### config.mk
export PLATFORM = sky130hd
export DESIGN_NAME = servo_pulse_bank
export DESIGN_NICKNAME = d
export VERILOG_FILES = /design/src/rtl/servo_pkg.sv /design/src/rtl/servo_regs.sv /design/src/rtl/servo_frame_timer.sv /design/src/rtl/servo_channel.sv /design/src/rtl/servo_pulse_bank.sv
export SDC_FILE = /design/constraint.sdc
export NUM_CORES = 1
export LEC_CHECK = 0
export BUFFER_PORTS_ARGS = -buffer_cell sky130_fd_sc_hd__buf_2
export CELL_PAD_IN_SITES_DETAIL_PLACEMENT = 0
export CELL_PAD_IN_SITES_GLOBAL_PLACEMENT = 1
export CORE_ASPECT_RATIO = 0.75
export CORE_MARGIN = 2
export CORE_UTILIZATION = 40
export DETAILED_ROUTE_END_ITERATION = 6
export GPL_ROUTABILITY_DRIVEN = 1
export GPL_TIMING_DRIVEN = 0
export PLACE_DENSITY_LB_ADDON = 0.1
export SYNTH_ARGS = -nofsm -noshare
export SYNTH_HDL_FRONTEND = slang
export SYNTH_SLANG_ARGS = --single-unit
### constraint.sdc
create_clock -name clk -period 8.3 [get_ports clk]
set_input_delay 1.245 -clock clk [delete_from_list [all_inputs] [get_ports clk]]
set_output_delay 1.245 -clock clk [all_outputs]
set_load 0.005 [all_outputs]
### src/rtl/servo_pkg.sv
// Package: shared register map constants for the servo pulse bank.
// Assumes: word-addressed register port, one register per address.
package servo_pkg;
    localparam int ADDR_PERIOD  = 0;   // shared frame length
    localparam int ADDR_CONFIG  = 1;   // channel enables plus master enable
    localparam int ADDR_ON_BASE = 2;   // channel n width lives at base + n
    localparam int MASTER_BIT   = 16;  // master enable position in config
endpackage

### src/rtl/servo_regs.sv
// Module: servo_regs
// Holds the host-visible staging registers and the configuration word,
// decodes writes and serves combinational read-back.
// Assumes: NUM_CH + ADDR_ON_BASE <= 2**ADDR_W and NUM_CH <= MASTER_BIT < DATA_W.
module servo_regs
    import servo_pkg::*;
#(
    parameter int NUM_CH = 8,
    parameter int CNT_W  = 20,
    parameter int ADDR_W = 4,
    parameter int DATA_W = 32
) (
    input  logic                          clk,
    input  logic                          rst_n,
    input  logic                          wr_en,
    input  logic [ADDR_W-1:0]             addr,
    input  logic [DATA_W-1:0]             wdata,
    output logic [DATA_W-1:0]             rdata,
    output logic [CNT_W-1:0]              stage_period,
    output logic [NUM_CH-1:0][CNT_W-1:0]  stage_on,
    output logic [NUM_CH-1:0]             ch_en,
    output logic                          master_en
);
    // Decode host writes into the staging and configuration registers.
    always_ff @(posedge clk) begin
        if (!rst_n) begin
            stage_period <= '0;
            stage_on     <= '0;
            ch_en        <= '0;
            master_en    <= 1'b0;
        end else if (wr_en) begin
            if (addr == ADDR_W'(ADDR_PERIOD)) begin
                stage_period <= wdata[CNT_W-1:0];
            end
            if (addr == ADDR_W'(ADDR_CONFIG)) begin
                ch_en     <= wdata[NUM_CH-1:0];
                master_en <= wdata[MASTER_BIT];
            end
            for (int i = 0; i < NUM_CH; i++) begin
                if (addr == ADDR_W'(ADDR_ON_BASE + i)) begin
                    stage_on[i] <= wdata[CNT_W-1:0];
                end
            end
        end
    end

    // Select the read-back word for the presented address.
    always_comb begin
        rdata = '0;
        if (addr == ADDR_W'(ADDR_PERIOD)) begin
            rdata[CNT_W-1:0] = stage_period;
        end
        if (addr == ADDR_W'(ADDR_CONFIG)) begin
            rdata[NUM_CH-1:0]  = ch_en;
            rdata[MASTER_BIT]  = master_en;
        end
        for (int i = 0; i < NUM_CH; i++) begin
            if (addr == ADDR_W'(ADDR_ON_BASE + i)) begin
                rdata[CNT_W-1:0] = stage_on[i];
            end
        end
    end

    AST_CFG_WRITE: assert property (@(posedge clk) disable iff (!rst_n)
        (wr_en && addr == ADDR_W'(ADDR_CONFIG)) |=> (master_en == $past(wdata[MASTER_BIT])));
    AST_RESET_CLEAR: assert property (@(posedge clk)
        $past(!rst_n) |-> (master_en == 1'b0 && ch_en == '0));
endmodule

### src/rtl/servo_frame_timer.sv
// Module: servo_frame_timer
// Shared frame counter. It counts ticks 0..P-1 while the master enable
// is set, and it raises a load strobe at each frame boundary and in
// every cycle while disabled.
// Assumes: a frame length of 0 or 1 gives a one-tick frame.
module servo_frame_timer #(
    parameter int CNT_W = 20
) (
    input  logic             clk,
    input  logic             rst_n,
    input  logic             run,
    input  logic [CNT_W-1:0] stage_period,
    output logic [CNT_W-1:0] tick,
    output logic             load
);
    logic [CNT_W-1:0] act_period;
    logic             wrap;

    // Detect the last tick of the frame; the sum is widened so the top value cannot overflow.
    always_comb begin
        wrap = ({1'b0, tick} + {{CNT_W{1'b0}}, 1'b1}) >= {1'b0, act_period};
        load = !run || wrap;
    end

    // Advance, wrap or park the frame counter.
    always_ff @(posedge clk) begin
        if (!rst_n || !run || wrap) begin
            tick <= '0;
        end else begin
            tick <= tick + 1'b1;
        end
    end

    // Copy the staged frame length at a boundary.
    always_ff @(posedge clk) begin
        if (!rst_n) begin
            act_period <= '0;
        end else if (load) begin
            act_period <= stage_period;
        end
    end

    AST_TICK_IN_FRAME: assert property (@(posedge clk) disable iff (!rst_n)
        (act_period != '0) |-> (tick < act_period));
    AST_IDLE_PARK: assert property (@(posedge clk) disable iff (!rst_n)
        !run |=> (tick == '0));
    AST_PERIOD_HELD: assert property (@(posedge clk) disable iff (!rst_n)
        !load |=> $stable(act_period));
endmodule

### src/rtl/servo_channel.sv
// Module: servo_channel
// One output: it holds the active width, reloaded at frame boundaries,
// and compares it with the shared tick.
// Assumes: tick restarts at zero at the start of every frame.
module servo_channel #(
    parameter int CNT_W = 20
) (
    input  logic             clk,
    input  logic             rst_n,
    input  logic             load,
    input  logic             enable,
    input  logic [CNT_W-1:0] tick,
    input  logic [CNT_W-1:0] stage_on,
    output logic             pulse
);
    logic [CNT_W-1:0] act_on;

    // Copy the staged width at a boundary.
    always_ff @(posedge clk) begin
        if (!rst_n) begin
            act_on <= '0;
        end else if (load) begin
            act_on <= stage_on;
        end
    end

    // Drive the pulse high for ticks below the active width.
    always_comb begin
        pulse = enable && (tick < act_on);
    end

    AST_WIDTH_HELD: assert property (@(posedge clk) disable iff (!rst_n)
        !load |=> $stable(act_on));
    AST_ZERO_LOW: assert property (@(posedge clk) disable iff (!rst_n)
        (act_on == '0) |-> !pulse);
endmodule

### src/rtl/servo_pulse_bank.sv
// Module: servo_pulse_bank (top)
// Bank of servo pulse outputs that share one frame counter. A register
// port stages the frame length and widths. The configuration word gates
// each channel and the whole bank.
// Assumes: a single clock domain; the host port is synchronous to clk.
module servo_pulse_bank
    import servo_pkg::*;
#(
    parameter int NUM_CH = 8,
    parameter int CNT_W  = 20,
    parameter int ADDR_W = 4,
    parameter int DATA_W = 32
) (
    input  logic              clk,
    input  logic              rst_n,
    input  logic              reg_wr,
    input  logic [ADDR_W-1:0] reg_addr,
    input  logic [DATA_W-1:0] reg_wdata,
    output logic [DATA_W-1:0] reg_rdata,
    output logic [NUM_CH-1:0] servo_out
);
    logic [CNT_W-1:0]             stage_period;
    logic [NUM_CH-1:0][CNT_W-1:0] stage_on;
    logic [NUM_CH-1:0]            ch_en;
    logic                         master_en;
    logic [CNT_W-1:0]             tick;
    logic                         load;

    servo_regs #(
        .NUM_CH (NUM_CH),
        .CNT_W  (CNT_W),
        .ADDR_W (ADDR_W),
        .DATA_W (DATA_W)
    ) i_regs (
        .clk          (clk),
        .rst_n        (rst_n),
        .wr_en        (reg_wr),
        .addr         (reg_addr),
        .wdata        (reg_wdata),
        .rdata        (reg_rdata),
        .stage_period (stage_period),
        .stage_on     (stage_on),
        .ch_en        (ch_en),
        .master_en    (master_en)
    );

    servo_frame_timer #(
        .CNT_W (CNT_W)
    ) i_timer (
        .clk          (clk),
        .rst_n        (rst_n),
        .run          (master_en),
        .stage_period (stage_period),
        .tick         (tick),
        .load         (load)
    );

    // One comparator per channel, all fed by the shared tick.
    for (genvar g = 0; g < NUM_CH; g++) begin : g_ch
        servo_channel #(
            .CNT_W (CNT_W)
        ) i_ch (
            .clk      (clk),
            .rst_n    (rst_n),
            .load     (load),
            .enable   (master_en && ch_en[g]),
            .tick     (tick),
            .stage_on (stage_on[g]),
            .pulse    (servo_out[g])
        );
    end

    AST_MASTER_OFF: assert property (@(posedge clk) disable iff (!rst_n)
        !master_en |-> (servo_out == '0));
    AST_CHANNEL_MASK: assert property (@(posedge clk) disable iff (!rst_n)
        (servo_out & ~ch_en) == '0);
endmodule

# --- After elaboration in Yosys (flattened, before gate mapping) ---
# Cells that the tools add are included.
word_totals:
  reg_bits: 389
  wordCells: 84
  in_bits: 39
  output_inout_bits: 40
op_classes:
  n_eq_ne: 9
  n_reduce_logical: 32
  n_lt_le_gt_ge: 9
  muxes: 11
  n_addsub: 2
ops:
  columns: ["cell", "n"]
  rows:
  - ["$mux W20", 9]
  - ["$lt A20 B20 Y1", 8]
  - ["$add A20 B1 Y21 const B", 1]
  - ["$ge A21 B20 Y1", 1]
  - ["$add A20 B1 Y20 const B", 1]
  - ["$reduce_and A2 Y1", 10]
  - ["$eq A4 B3 Y1 const B", 4]
  - ["$logic_and A1 B1 Y1", 16]
  - ["$eq A4 B2 Y1 const B", 2]
  - ["$eq A4 B4 Y1 const B", 2]
  - ["$mux W8", 1]
  - ["$eq A4 B1 Y1 const B", 1]
  - ["$logic_not A4 Y1", 1]
  - ["$logic_or A1 B1 Y1", 3]
  - ["$logic_not A1 Y1", 2]
  - ["$mux W1", 1]

# --- Depth between registers and ports, before layout ---
depth:
  depth_word: 11
  ltp_mapped: 15
  ltp_nobuf: 13

# --- Hierarchy ---
# A second synthesis with hierarchy kept.
hier_totals:
  hier_cells: 2415
  hier_area_um2: 21060.2
by_module_without_submodules:
  columns: ["module", "cells_each", "seq_area_each_um2", "area_each_um2", "n_inst"]
  rows:
  - ["servo_channel", 130, 400.4, 1216.2, 8]
  - ["servo_regs", 1117, 3783.6, 9063.7, 1]
  - ["servo_frame_timer", 250, 800.8, 2217.1, 1]
  - ["servo_pulse_bank", 8, 0.0, 50.0, 1]

# --- Worst setup path before layout ---
# Ideal clock, no wire load.
synth_timing:
  path_kind: "input port to output port"
  from: "input reg_addr[0]"
  to: "output reg_rdata[16]"
  arrival_ns: 2.749
  path_slack_ns: 4.306
  t_required_ns: 7.055
  path_buffers: 2
  stages: 8
  cell_sequence: "clkbuf_1 > nand2_1 > nor3_1 > clkbuf_1 > a222oi_1 > a21oi_1 > a21oi_1 > nand2_1"
synth_between:
  elab_chain_len: 11
  elab_cells_between_ends: 20
  classes_between: "9 x eq/ne; 10 x mux; 1 x reduce/logical"
synth_lines:
  columns: ["item", "line_no", "rtl"]
  rows:
  - ["start, declared", "servo_pulse_bank.sv:17", "input logic [ADDR_W-1:0] reg_addr,"]
  - ["$logic_not A4 Y1", "servo_regs.sv:50", "if (addr == ADDR_W'(ADDR_PERIOD)) begin"]
  - ["$mux W20", "servo_regs.sv:50", null]
  - ["$mux W1", "servo_regs.sv:53", "if (addr == ADDR_W'(ADDR_CONFIG)) begin"]
  - ["$mux W20 (7 in a row)", "servo_regs.sv:58", "if (addr == ADDR_W'(ADDR_ON_BASE + i)) begin"]
  - ["$mux W20 (*)", "servo_regs.sv:58", null]
  - ["end, declared", "servo_pulse_bank.sv:19", "output logic [DATA_W-1:0] reg_rdata,"]
# Mark *: on every way between the ends. The rest lies on a longest branch, timed or not.

# --- Worst setup path after layout ---
layout_timing:
  from: "input reg_addr[0]"
  to: "output reg_rdata[14]"
layout_between:
  elab_chain_len: 10
  elab_cells_between_ends: 18
  classes_between: "8 x eq/ne; 9 x mux; 1 x reduce/logical"
layout_lines:
  columns: ["item", "line_no"]
  rows:
  - ["$logic_not A4 Y1", "servo_regs.sv:50"]
  - ["$mux W20", "servo_regs.sv:50"]
  - ["$mux W20 (7 in a row)", "servo_regs.sv:58"]
  - ["$mux W20 (*)", "servo_regs.sv:58"]
# Marks and branches as above.

==> flow_summary_export.csv <==
group,metric,value,unit
timing,fin_ws,2.457,ns
flow_run,max_cap_viol_count,0,
critical_path,path_cells,"clkbuf_1 -> nor2b_1 -> and3b_1 -> clkbuf_1 -> clkbuf_1 -> a22oi_1 -> o21ai_0 -> buf_2",
cells_and_area,final_area,23090,sq um
pwr,p_leak,0.008369,uW
critical_path,cp-start-kind,"input port",
clocking,clk_pin_slew_worst_paths,0.06,ns
min_path,min_path_type,"flip-flop to flip-flop",
cells_and_area,multi_input_area,10980,sq um
synth,synth_edf_count,0,
synth,syn_area_per_cell,8.083,sq um
critical_path,arrival,4.60,ns
cells_and_area,nFillCells,5068,
synth,synth-seq-area-share,37.86,%
timing,drv_slew,0,
synth,synth_cell_types,52,
synth,syn_inst,2545,
timing,skew,0.02087,ns
routing,drt_iter0_markers,2285,
global_routing,grt_first_pass_wirelength,118.6,mm
pwr,ir_worst_vdd,122.5,uV
floorplanning,fp-row-count,71,
floorplanning,ios,79,
cells_and_area,num_antenna_cells,0,
synth,ys_seq_elements,389,
critical_path,path_delay_family,"buffers and inverters",
synth,ys_warn_count,0,
synth,syn_area,20570,sq um
synth,synth_flop_cell,"dfxtp_1",
timing,grt_setup_unrepaired,"false",
clocking,cts_resized,0,
synth,netlist_top_cells_area,"dfxtp_1 38%, nand2_1 14%, ha_1 11%",
cells_and_area,seq_area,7789,sq um
floorplanning,die_h,200.4,um
clocking,cts_made_buffers,43,
timing,setup_viol,0,
critical_path,cp.required,7.05,ns
synth,synth-async-reset-ratio,0,%
critical_path,cp.depth,8,
routing,viasPerCell,5.561,
routing,dr_total_vias,18470,
critical_path,max_stage_delay,0.66,ns
timing,slew_headroom,2.524,%
place,placed_cell_area,21590,sq um
critical_path,cp_max_fo,10,
critical_path,worst_r2r_path_depth,14,
min_path,hold_depth,2,
timing,period_share,70.39,%
floorplanning,die_w,265.9,um
cells_and_area,area_growth,12.26,%
place,place_ws,2.741,ns
floorplanning,start_util,40.77,%
timing,setup_tns,0,ns
timing,fmax,171.2,MHz
global_routing,grt_pass1_vias,16930,
critical_path,startpoint,"reg_addr[0]",
critical_path,cpMostUsedCell,"clkbuf_1",
clocking,cts_tree,"yes",
place,dp_hpwl,61.20,mm
clocking,htreeDepth,2,
cells_and_area,drive_gt1_share,5.856,%
routing,drtAntennaViolNets,0,
clocking,cts.sinks,389,
critical_path,path_buf_inv,4,
clocking,ctsLongestPathBuffers,3,
routing,wl_per_cell,25.01,um
place,gp_congestion,0.9972,
critical_path,slowest_stage,"clkbuf_1",
min_path,min-delay-start,"g_ch[4].i_ch.act_on[6]$_SDFFE_PN0P_",
floorplanning,core,50460,sq um
floorplanning,design.die.area,53280,sq um
clocking,root_buffer,"clkbuf_16",
clocking,clk-insertion-delay-late,0.58,ns
synth,yosys.area.top_type,"dfxtp_1",
cells_and_area,utilization,45.76,%
status,status,"completed",
global_routing,grt_util_all_layers,30.72,%
pwr,power.density,181.8,nW/um^2
critical_path,crit_path_end_kind,"output port",
timing,fin_crit,5.843,ns
global_routing,antenna_found_initial,0,
clocking,post_cts_buffers,0,
routing,routed_wl,83.07,mm
global_routing,grt_max_degree,14,
place,port_buffers,31,
synth,synth.top_cell.area_share,37.86,%
critical_path,crit_type,"input port to output port",
timing,tightest_slew,1.462,ns
global_routing,overflow,0,
routing,detail_route.first_pass.iterations,7,
cells_and_area,nets,2844,
routing,drc_errors,0,
critical_path,r2r_start,"i_timer.tick[6]$_SDFF_PP0_",
clocking,hold_buffers,0,
timing,final-hold-violation-count,0,
[synthesized netlist by cell type (2+ instances only)]
library cell,number
nand2_1,754
dfxtp_1,389
a21oi_1,247
mux2i_1,203
inv_1,190
ha_1,173
clkbuf_1,139
a21o_1,47
nor2_1,42
o21ai_0,38
nand4_1,27
a222oi_1,26
and3_1,25
nor3_1,24
buf_12,20
buf_4,20
nand3_1,20
nor4_1,16
a22oi_1,15
xnor2_1,14
nor2b_1,13
nand2b_1,12
a31oi_1,9
and2_1,9
or3_1,9
o2bb2ai_1,8
nand4b_1,7
a221oi_1,6
a22o_1,5
buf_2,5
xor2_1,4
a211oi_1,3
mux2_2,3
o211ai_1,3
buf_8,2
nand3b_1,2
[state kept, by name, summed over array words and instances, names as in the netlist]
name                 flops
g_ch.i_ch.act_on       160
i_regs.ch_en             8
i_regs.master_en         1
i_timer.act_period      20
i_regs.stage_on        160
i_regs.stage_period     20
i_timer.tick            20
[routing by layer]
layer	up-vias	part of all wire, %	GRT usage [%]
met5	-	0	0
met4	0	2.5	7.925
met3	110	11	7.967
met2	909	38	40.39
met1	8768	48	48.23
li1	8680	-	-
[final cells by class]
cell class,instances,area share [%]
buffer,187,4.898
inverter,191,3.105
multi-input combinational,1789,47.53
clock buffer,66,5.695
sequential,389,33.73
timing repair buffer,31,0.6719
clock inverter,11,0.8073
tap,657,3.560
[power by group]
group	switching, uW	internal (uW)	leakage (uW)
sequential	21.5	1880	0.00314
clock	832	1250	0.000742
combinational	166	47.7	0.00449
total	1020	3180	0.00837
[logic make-up after synthesis]
group,share of synthesized area [%]
simple gates,19.62
compound gates,12.19
flops,37.86
buf+inv,8.984
mux,10.04
fa+ha+maj,10.52
xor+xnor,0.7664
other cells,0.01823
[worst register-to-register path, cell delays in order, from the launching register on]
cell and delay (ns):
dfxtp_1 1.18, and3_1 0.32, nand3_1 0.10, nor4_1 0.71
nand2_1 0.14, xnor2_1 0.29, ha_1 0.32, a2111oi_0 0.33
o21ai_0 0.19, a21oi_1 0.19, a211oi_1 0.09, a2111oi_4 0.44
buf_12 0.27, buf_12 0.22, mux2i_1 0.21
[path summary, 6_finish.rpt]
check                                               to  slack [ns]
setup / recovery                         reg_rdata[14]        2.46
hold / removal     g_ch[4].i_ch.act_on[6]$_SDFFE_PN0P_        0.46
setup reg to reg  g_ch[6].i_ch.act_on[15]$_SDFFE_PN0P_        3.23
hold reg to reg    g_ch[4].i_ch.act_on[6]$_SDFFE_PN0P_        0.46
[cells in the final DEF, fill, tap and decap left out, types with 16 or more instances in the layout]
master and n:
o21ai_0 38, nor3_1 24, buf_12 20, buf_2 36, nor2_1 42, a21oi_1 247
ha_1 173, a222oi_1 26, nor4_1 16, nand4_1 27, clkbuf_16 45, buf_4 20
clkbuf_1 149, and3_1 25, dfxtp_1 388, mux2i_1 203, a21o_1 47, nand3_1 20
nand2_1 754, inv_1 190
[per-stage QoR]
stage	hold WS (ns)	cells	power [uW]
4_1_cts	0.4600	3321	4202
5_1_grt	0.4760	3321	4294
3_5_place_dp	0.4514	3244	2152
6_report	0.4566	3321	4197
2_1_floorplan	0.4380	2556	2056
3_3_place_gp	0.4452	3244	2150
(Power assumes the default switching activity.)
